File: config.mk
export PLATFORM = sky130hd
export DESIGN_NAME = trig_capture_ctrl
export DESIGN_NICKNAME = d
export VERILOG_FILES = /design/src/rtl/cap_pkg.sv /design/src/rtl/cap_rate_gen.sv /design/src/rtl/cap_trig_unit.sv /design/src/rtl/cap_dur_timer.sv /design/src/rtl/trig_capture_ctrl.sv
export SDC_FILE = /design/constraint.sdc
export NUM_CORES = 1
export LEC_CHECK = 0
export BUFFER_PORTS_ARGS = -buffer_cell sky130_fd_sc_hd__buf_2
export CORE_MARGIN = 2
export CORE_UTILIZATION = 55
export DETAILED_ROUTE_END_ITERATION = 10
export PLACE_DENSITY = 0.95
export RECOVER_POWER = 25
export SKIP_CTS_REPAIR_TIMING = 1
export SYNTH_ARGS = -nofsm -noshare
export SYNTH_HDL_FRONTEND = slang
export SYNTH_SLANG_ARGS = --single-unit
File: constraint.sdc
create_clock -name clk -period 6.6 [get_ports clk]
set_input_delay 1.32 -clock clk [delete_from_list [all_inputs] [get_ports clk]]
set_output_delay 1.32 -clock clk [all_outputs]
set_load 0.1 [all_outputs]
File: src/rtl/cap_pkg.sv
package cap_pkg;

    localparam int CAP_CH     = 34;
    localparam int FIRST_ADDR = 4;

    typedef logic [CAP_CH-1:0] chan_t;

    typedef struct packed {
        chan_t value;
        chan_t edge_sel;
        chan_t care;
    } trig_cfg_t;

    typedef struct packed {
        logic triggered;
        logic mem_avail;
        logic capturing;
    } cap_flags_t;

    // Every cared channel must meet its level or edge condition.
    function automatic logic trig_hit(trig_cfg_t cfg, chan_t cur, chan_t prev, logic prev_ok);
        chan_t lvl_ok;
        chan_t changed;
        chan_t ch_ok;
        lvl_ok  = ~(cur ^ cfg.value);
        changed = (cur ^ prev) & {CAP_CH{prev_ok}};
        ch_ok   = ~cfg.care | (lvl_ok & (~cfg.edge_sel | changed));
        return &ch_ok;
    endfunction

endpackage

File: src/rtl/cap_rate_gen.sv
module cap_rate_gen #(
    parameter int DIV_W = 16
) (
    input  logic             clk,
    input  logic             rst,
    input  logic             restart,
    input  logic             run,
    input  logic             bypass,
    input  logic [DIV_W-1:0] div_count,
    output logic             tick
);
    logic [DIV_W-1:0] cnt;

    assign tick = run & (bypass | (cnt == div_count));

    always_ff @(posedge clk) begin
        if (rst || restart) begin
            cnt <= '0;
        end else if (run) begin
            if (tick) cnt <= '0;
            else      cnt <= cnt + 1'b1;
        end
    end
endmodule

File: src/rtl/cap_trig_unit.sv
module cap_trig_unit
    import cap_pkg::*;
(
    input  logic      clk,
    input  logic      rst,
    input  logic      restart,
    input  logic      tick,
    input  trig_cfg_t cfg,
    input  chan_t     din,
    output logic      hit
);
    chan_t prev;
    logic  prev_ok;

    assign hit = trig_hit(cfg, din, prev, prev_ok);

    always_ff @(posedge clk) begin
        if (rst || restart) begin
            prev    <= '0;
            prev_ok <= 1'b0;
        end else if (tick) begin
            prev    <= din;
            prev_ok <= 1'b1;
        end
    end
endmodule

File: src/rtl/cap_dur_timer.sv
module cap_dur_timer #(
    parameter int TICKS_PER_UNIT = 100000,
    parameter int DUR_W          = 32
) (
    input  logic             clk,
    input  logic             rst,
    input  logic             restart,
    input  logic             run,
    output logic [DUR_W-1:0] duration
);
    localparam int TW = $clog2(TICKS_PER_UNIT + 1);
    localparam logic [TW-1:0] LAST = TW'(TICKS_PER_UNIT - 1);

    logic [TW-1:0] tcnt;

    always_ff @(posedge clk) begin
        if (rst || restart) begin
            tcnt     <= '0;
            duration <= '0;
        end else if (run) begin
            if (tcnt == LAST) begin
                tcnt     <= '0;
                duration <= duration + 1'b1;
            end else begin
                tcnt <= tcnt + 1'b1;
            end
        end
    end
endmodule

File: src/rtl/trig_capture_ctrl.sv
module trig_capture_ctrl
    import cap_pkg::*;
#(
    parameter int MEM_DEPTH      = 4096,
    parameter int DIV_W          = 16,
    parameter int TICKS_PER_UNIT = 100000,
    parameter int DUR_W          = 32,
    localparam int ADDR_W        = $clog2(MEM_DEPTH)
) (
    input  logic              clk,
    input  logic              rst,
    input  logic              start,
    input  logic              stop,
    input  logic              bypass,
    input  logic [DIV_W-1:0]  div_count,
    input  logic [CAP_CH-1:0] chan_en,
    input  logic [CAP_CH-1:0] trig_value,
    input  logic [CAP_CH-1:0] trig_edge,
    input  logic [CAP_CH-1:0] trig_care,
    input  logic [ADDR_W-1:0] fill_limit,
    input  logic [CAP_CH-1:0] din,
    output logic              mem_we,
    output logic [ADDR_W-1:0] mem_addr,
    output logic [CAP_CH-1:0] mem_data,
    output logic [ADDR_W-1:0] fill_level,
    output logic              stat_triggered,
    output logic              stat_mem_avail,
    output logic              stat_capturing,
    output logic [DUR_W-1:0]  duration
);
    localparam logic [ADDR_W-1:0] BASE = ADDR_W'(FIRST_ADDR);

    cap_flags_t        flags;
    logic [ADDR_W-1:0] wr_ptr;
    logic [ADDR_W-1:0] wr_next;
    logic              restart;
    logic              tick;
    logic              hit;
    trig_cfg_t         cfg;

    assign restart = start & ~stop;
    assign wr_next = wr_ptr + 1'b1;
    assign cfg     = '{value: trig_value, edge_sel: trig_edge, care: trig_care};

    cap_rate_gen #(.DIV_W(DIV_W)) u_rate (
        .clk(clk), .rst(rst), .restart(restart), .run(flags.capturing),
        .bypass(bypass), .div_count(div_count), .tick(tick)
    );

    cap_trig_unit u_trig (
        .clk(clk), .rst(rst), .restart(restart), .tick(tick),
        .cfg(cfg), .din(din), .hit(hit)
    );

    cap_dur_timer #(.TICKS_PER_UNIT(TICKS_PER_UNIT), .DUR_W(DUR_W)) u_dur (
        .clk(clk), .rst(rst), .restart(restart), .run(flags.capturing),
        .duration(duration)
    );

    always_ff @(posedge clk) begin
        if (rst) begin
            flags    <= '{triggered: 1'b0, mem_avail: 1'b1, capturing: 1'b0};
            wr_ptr   <= BASE;
            mem_we   <= 1'b0;
            mem_addr <= '0;
            mem_data <= '0;
        end else begin
            mem_we <= 1'b0;
            if (stop) begin
                flags.capturing <= 1'b0;
            end else if (start) begin
                flags  <= '{triggered: 1'b0, mem_avail: 1'b1, capturing: 1'b1};
                wr_ptr <= BASE;
            end else if (flags.capturing && tick && (flags.triggered || hit)) begin
                flags.triggered <= 1'b1;
                mem_we          <= 1'b1;
                mem_addr        <= wr_ptr;
                mem_data        <= din & chan_en;
                wr_ptr          <= wr_next;
                if (wr_next == fill_limit) begin
                    flags.capturing <= 1'b0;
                    flags.mem_avail <= 1'b0;
                end
            end
        end
    end

    assign fill_level     = wr_ptr;
    assign stat_triggered = flags.triggered;
    assign stat_mem_avail = flags.mem_avail;
    assign stat_capturing = flags.capturing;
endmodule

* Word level (Yosys, flattened, before mapping)
Index checks and enable logic that the tools add are counted.
Storage, ports and cells: register bits after elaboration 162, bits in latches 0, RAM bits 0, ROM bits 0, bits of input ports 203, logic and storage cells 56, memories kept 0
Operators by class: add/sub/neg operators 4, multiply operators 0, div/mod/pow operators 0, order comparisons 0, eq/ne operators 3, shift operators 0, mux-type cells 8, bitwise operators 15, reduce and logical (&&, ||, !) cells 14
Operators with widths (count):
- bitwise AND 34 bit | 3
- NOT 34 bit | 3
- OR 34 bit | 2
- bitwise XOR 34 bit | 2
- AND reduction 34 bit | 1
- adder 32 x 1 -> 32 bit, second input constant | 1
- two-way mux 12 bit | 2
- adder 17 x 1 -> 17 bit, second input constant | 1
- == test 17 bit, second input constant | 1
- two-way mux 17 bit | 1
- adder 16 x 1 -> 16 bit, second input constant | 1
- == test 16 bit | 1
- two-way mux 16 bit | 1
- adder 12 x 1 -> 12 bit, second input constant | 1
- == test 12 bit | 1
- two-way mux 3 bit | 2
- AND reduction 2 bit | 3
- AND reduction 3 bit | 2
- nonzero test 2 bit | 2
- OR reduction 3 bit | 1
- bitwise AND 1 bit | 2
- logical AND 1 bit | 2
- logical OR 1 bit | 2
- two-way mux 2 bit | 1
- other kinds (4) | 5

* Logic depth before layout (Yosys ltp)
word-level depth 10, gate-level depth with buffers 11, mapped depth without buffers 9

* Hierarchy
A second synthesis with hierarchy kept.
Second synthesis, totals: cell total of the unflattened synthesis 1065, area, all modules 8644.5 µm²
Modules (own cells, without submodules):
- trig_capture_ctrl | instances 1, cells an instance 346, area an instance 2768.9 µm²
- cap_trig_unit | instances 1, cells an instance 335, area an instance 2533.7 µm²
- cap_dur_timer | instances 1, cells an instance 277, area an instance 2349.8 µm²
- cap_rate_gen | instances 1, cells an instance 107, area an instance 992.2 µm²

* Worst setup path before layout
Ideal clock, no wire load.
path type input port to flip-flop, start input din[2], end register wr_ptr[6] (netlist: fill_level[6]), data arrival time 3530 ps, slack 2996 ps, stages on the path 9, path buffers 1, cells stage by stage or3b_2 > a21oi_1 > o22ai_1 > or4b_4 > nor3_2 > a21oi_2 > buf_6 > or4_1 > a31oi_1
On the way: word-level cells in the longest chain between the ends 10, elaborated cells between the ends (all ways) 12
RTL lines:
- start: declaration | RTL line trig_capture_ctrl.sv:21 | input logic [CAP_CH-1:0] din,
- bitwise XOR 34 bit | RTL line cap_pkg.sv:26 | changed = (cur ^ prev) & {CAP_CH{prev_ok}};
- bitwise AND 34 bit | RTL line cap_pkg.sv:26
- OR 34 bit | RTL line cap_pkg.sv:27 | ch_ok = ~cfg.care | (lvl_ok & (~cfg.edge_sel | changed));
- bitwise AND 34 bit (*) | RTL line cap_pkg.sv:27
- OR 34 bit (*) | RTL line cap_pkg.sv:27
- AND reduction 34 bit (*) | RTL line cap_pkg.sv:28 | return &ch_ok;
- logical OR 1 bit (*) | RTL line trig_capture_ctrl.sv:74 | end else if (flags.capturing && tick && (flags.triggered || hit)) begin
- logical AND 1 bit (*) | RTL line trig_capture_ctrl.sv:74
- nonzero test 2 bit (no source line) (*)
- AND reduction 2 bit (no source line) (*)
- end signal: assignment | RTL line trig_capture_ctrl.sv:79 | wr_ptr <= wr_next;
- end: declaration | RTL line trig_capture_ctrl.sv:34 | logic [ADDR_W-1:0] wr_ptr;
Every way passes the cells marked *; elsewhere a longest branch is shown, timed or not. A chain may end at the register's enable or synchronous reset.

* Worst setup path in the final report
start register u_trig.prev_ok, end register wr_ptr[2] (netlist: fill_level[2])
On the way: word-level cells in the longest chain between the ends 9
RTL lines:
- start: declaration | RTL line cap_trig_unit.sv:13 | logic prev_ok;
- start signal: assignment | RTL line cap_trig_unit.sv:20 | prev_ok <= 1'b0;
- start signal: assignment | RTL line cap_trig_unit.sv:23 | prev_ok <= 1'b1;
- bitwise AND 34 bit | RTL line cap_pkg.sv:26
- OR 34 bit | RTL line cap_pkg.sv:27
- bitwise AND 34 bit | RTL line cap_pkg.sv:27
- OR 34 bit | RTL line cap_pkg.sv:27
- AND reduction 34 bit | RTL line cap_pkg.sv:28
- logical OR 1 bit | RTL line trig_capture_ctrl.sv:74
- logical AND 1 bit | RTL line trig_capture_ctrl.sv:74
- nonzero test 2 bit (no source line)
- AND reduction 2 bit (no source line)
No other way between the ends.

==> flow_metrics.tcl <==
set metrics [dict create \
    rsz0062_at_grt "false" \
    ant_nets 0 \
    cts_tree "done" \
    p_leak_nw 4.16 \
    grt_max_degree 62 \
    worstPathRequired_ns 6.92 \
    synth-main-ff-cell "dfxtp_1" \
    rows 45 \
    vdd_ir_drop_max_mv 0.171 \
    initial_core_util 0.560 \
    critPathKind "reg -> reg" \
    tns_ns 0 \
    ys_seq_area_frac 0.384 \
    die-area_mm2 0.0164 \
    final_hold_viol_count 0 \
    cts_max_level 4 \
    synth_async_sr_flop_share 0 \
    avgRoutedWirePerCell_um 17.9 \
    core-area_mm2 0.0151 \
    worstMarginPinSlew_ns 1.39 \
    portBuffers 296 \
    grt_first_pass_wirelength_um 41100 \
    syn_area_mm2 0.00844 \
    synth-seq-cells 162 \
    dieWidth_um 128 \
    dr_total_vias 8936 \
    end_kind "flip-flop" \
    grt_pass1_vias 8281 \
    die_h_um 128 \
    critPathMaxFanout 54 \
    drive_above_1_share 0.239 \
    setup_viol 0 \
    status "finished, final reports clean" \
    min_period_over_period 0.643 \
    grt-ovfl-total 0 \
    clock_latency_ns 0.43 \
    antenna_found_initial 3 \
    synth.distinct_cells 55 \
    drc 0 \
    syn_nets 1232 \
    root_buffer "clkbuf_16" \
    drtIter0Drc 744 \
    slew_violations 0 \
    skew_ns 0.00788 \
    finalNetCount 1494 \
    synth.avg_cell_area_um2 8.24 \
    via_per_inst 5.99 \
    synth_edf_count 0 \
    ios 297 \
    clock_path_buffers 2 \
    numClockSinks 162 \
    nFillCells 1203 \
    power_density_mw_per_mm2 209 \
    min_period_ns 4.24 \
    area_delta_synth_final_pct 24.8 \
    yosysWarnings 0 \
    netlist_instances 1025 \
    worstSetupStartpointType "flip-flop" \
    fmax_ghz 0.236 \
    routed_wirelength_um 26700 \
    clkTransAtPathRegs_ns 0.07 \
    cts_made_buffers 17 \
    max_slew_margin 0.0753 \
    hold_path.class "reg -> reg" \
    grt_usage 0.319 \
    crit_arrival_ns 4.57 \
    place.gp.congestion 0.908 \
    first_pass_iters 7 \
    maxCapViolCount 0 \
    dp_hpwl_um 19400 \
    finalCoreUtilization 0.699 \
]
[synthesized netlist by cell type (10+ instances only)]
cell      instances  area [um2]
and3_1           12        75.1
nand3b_1         24         180
nand2_1          50         188
nand4_1          58         363
clkbuf_1         49         184
mux2i_1          35         350
a21oi_1          89         445
xnor2_1          50         438
nand3_1          43         215
o21ai_0          96         480
nor3_1           10        50.1
o22ai_1          18         113
dfxtp_1         162        3240
xor2_1           74         648
nor2_1          119         447
or3b_2           24         210
[placed cells by master (no fill, tap or decap), types with 6 or more instances in the layout]
| cell | count |
|---|---|
| nor3_1 | 10 |
| nand3b_1 | 24 |
| mux2i_1 | 35 |
| nor2_1 | 118 |
| clkbuf_1 | 63 |
| dfxtp_1 | 162 |
| or3_1 | 7 |
| nand4_1 | 58 |
| xnor2_1 | 50 |
| a31oi_1 | 9 |
| o21ai_0 | 94 |
| and3_1 | 12 |
| o22ai_1 | 18 |
| inv_1 | 9 |
| buf_2 | 233 |
| nand2_1 | 50 |
| a21oi_1 | 89 |
| or3b_2 | 24 |
| nand3_1 | 43 |
| nand2b_1 | 8 |
| xor2_1 | 74 |
| or4_1 | 6 |
| buf_4 | 6 |
| clkbuf_16 | 17 |
[layer usage]
layer  vias up  wire length, um  share of wire  GRT usage
met1      4157            10300           0.39      0.372
met4         0             1410          0.053      0.194
met2       493            12700           0.47      0.538
met5         -                0              0          0
li1       4189                -              -          -
met3        97             2310          0.087     0.0693
[area by class of cell]
class | count | area, um2 | area share
multi-input combinational | 794 | 4960 | 0.471
sequential | 162 | 3240 | 0.308
timing repair buffer | 302 | 1450 | 0.137
clock buffer | 19 | 453 | 0.0430
tap | 188 | 235 | 0.0223
clock inverter | 13 | 149 | 0.0141
inverter | 10 | 37.5 | 0.00356
antenna | 5 | 12.5 | 0.00119
[final timing paths]
check	from	to	slack [ns]	cells past startpoint
hold reg to reg	mem_data[33]	mem_data[33]	0.47	2
setup reg to reg	u_trig.prev_ok	fill_level[2]	2.36	8
setup / recovery	u_trig.prev_ok	fill_level[2]	2.36	8
hold / removal	mem_data[33]	mem_data[33]	0.47	2
[sequential cells by signal, summed over array words and instances, names as in the netlist]
name            cells
mem_data           34
u_trig.prev        34
u_dur.duration     32
u_dur.tcnt         17
u_rate.cnt         16
fill_level         12
mem_addr           12
mem_we              1
stat_capturing      1
stat_mem_avail      1
stat_triggered      1
u_trig.prev_ok      1
[report_power, final]
group	switching [mW]	internal [mW]
registers	0.00571	0.982
logic	0.121	0.0866
clock network	0.419	0.584
[logic make-up after synthesis]
family	after synthesis	synth area share
AND/OR/NAND/NOR	399	0.259
AO/OA/AOI/OAI	231	0.147
flip-flops	162	0.384
XOR/XNOR	124	0.129
buffers and inverters	69	0.0326
multiplexers	36	0.0428
adder cells (fa/ha/maj)	4	0.00593
[metrics by stage]
| step | area, um2 | hold slack [ns] | worst slack [ns] | total power [mW] | std cells |
|---|---|---|---|---|---|
| after floorplan | 8440 | 0.458 | 3.00 | 1.10 | 1025 |
| after global placement | 10000 | 0.454 | 2.13 | 1.21 | 1456 |
| after detailed placement | 10000 | 0.461 | 2.05 | 1.21 | 1456 |
| after CTS | 10600 | 0.469 | 2.47 | 2.20 | 1488 |
| after global routing | 10500 | 0.489 | 2.14 | 2.27 | 1491 |
| final | 10500 | 0.475 | 2.36 | 2.20 | 1493 |
[worst max-delay path, stage by stage, from the launching register on]
cell and delay (ns):
dfxtp_1 0.63, clkinv_1 0.80, a21oi_1 0.36, o22ai_1 0.16, nor4_1 0.48, and3_1 0.35
a21o_2 0.89, nand4_1 0.16, a31o_2 0.27
Note: power is estimated with default switching activity, not from simulation.
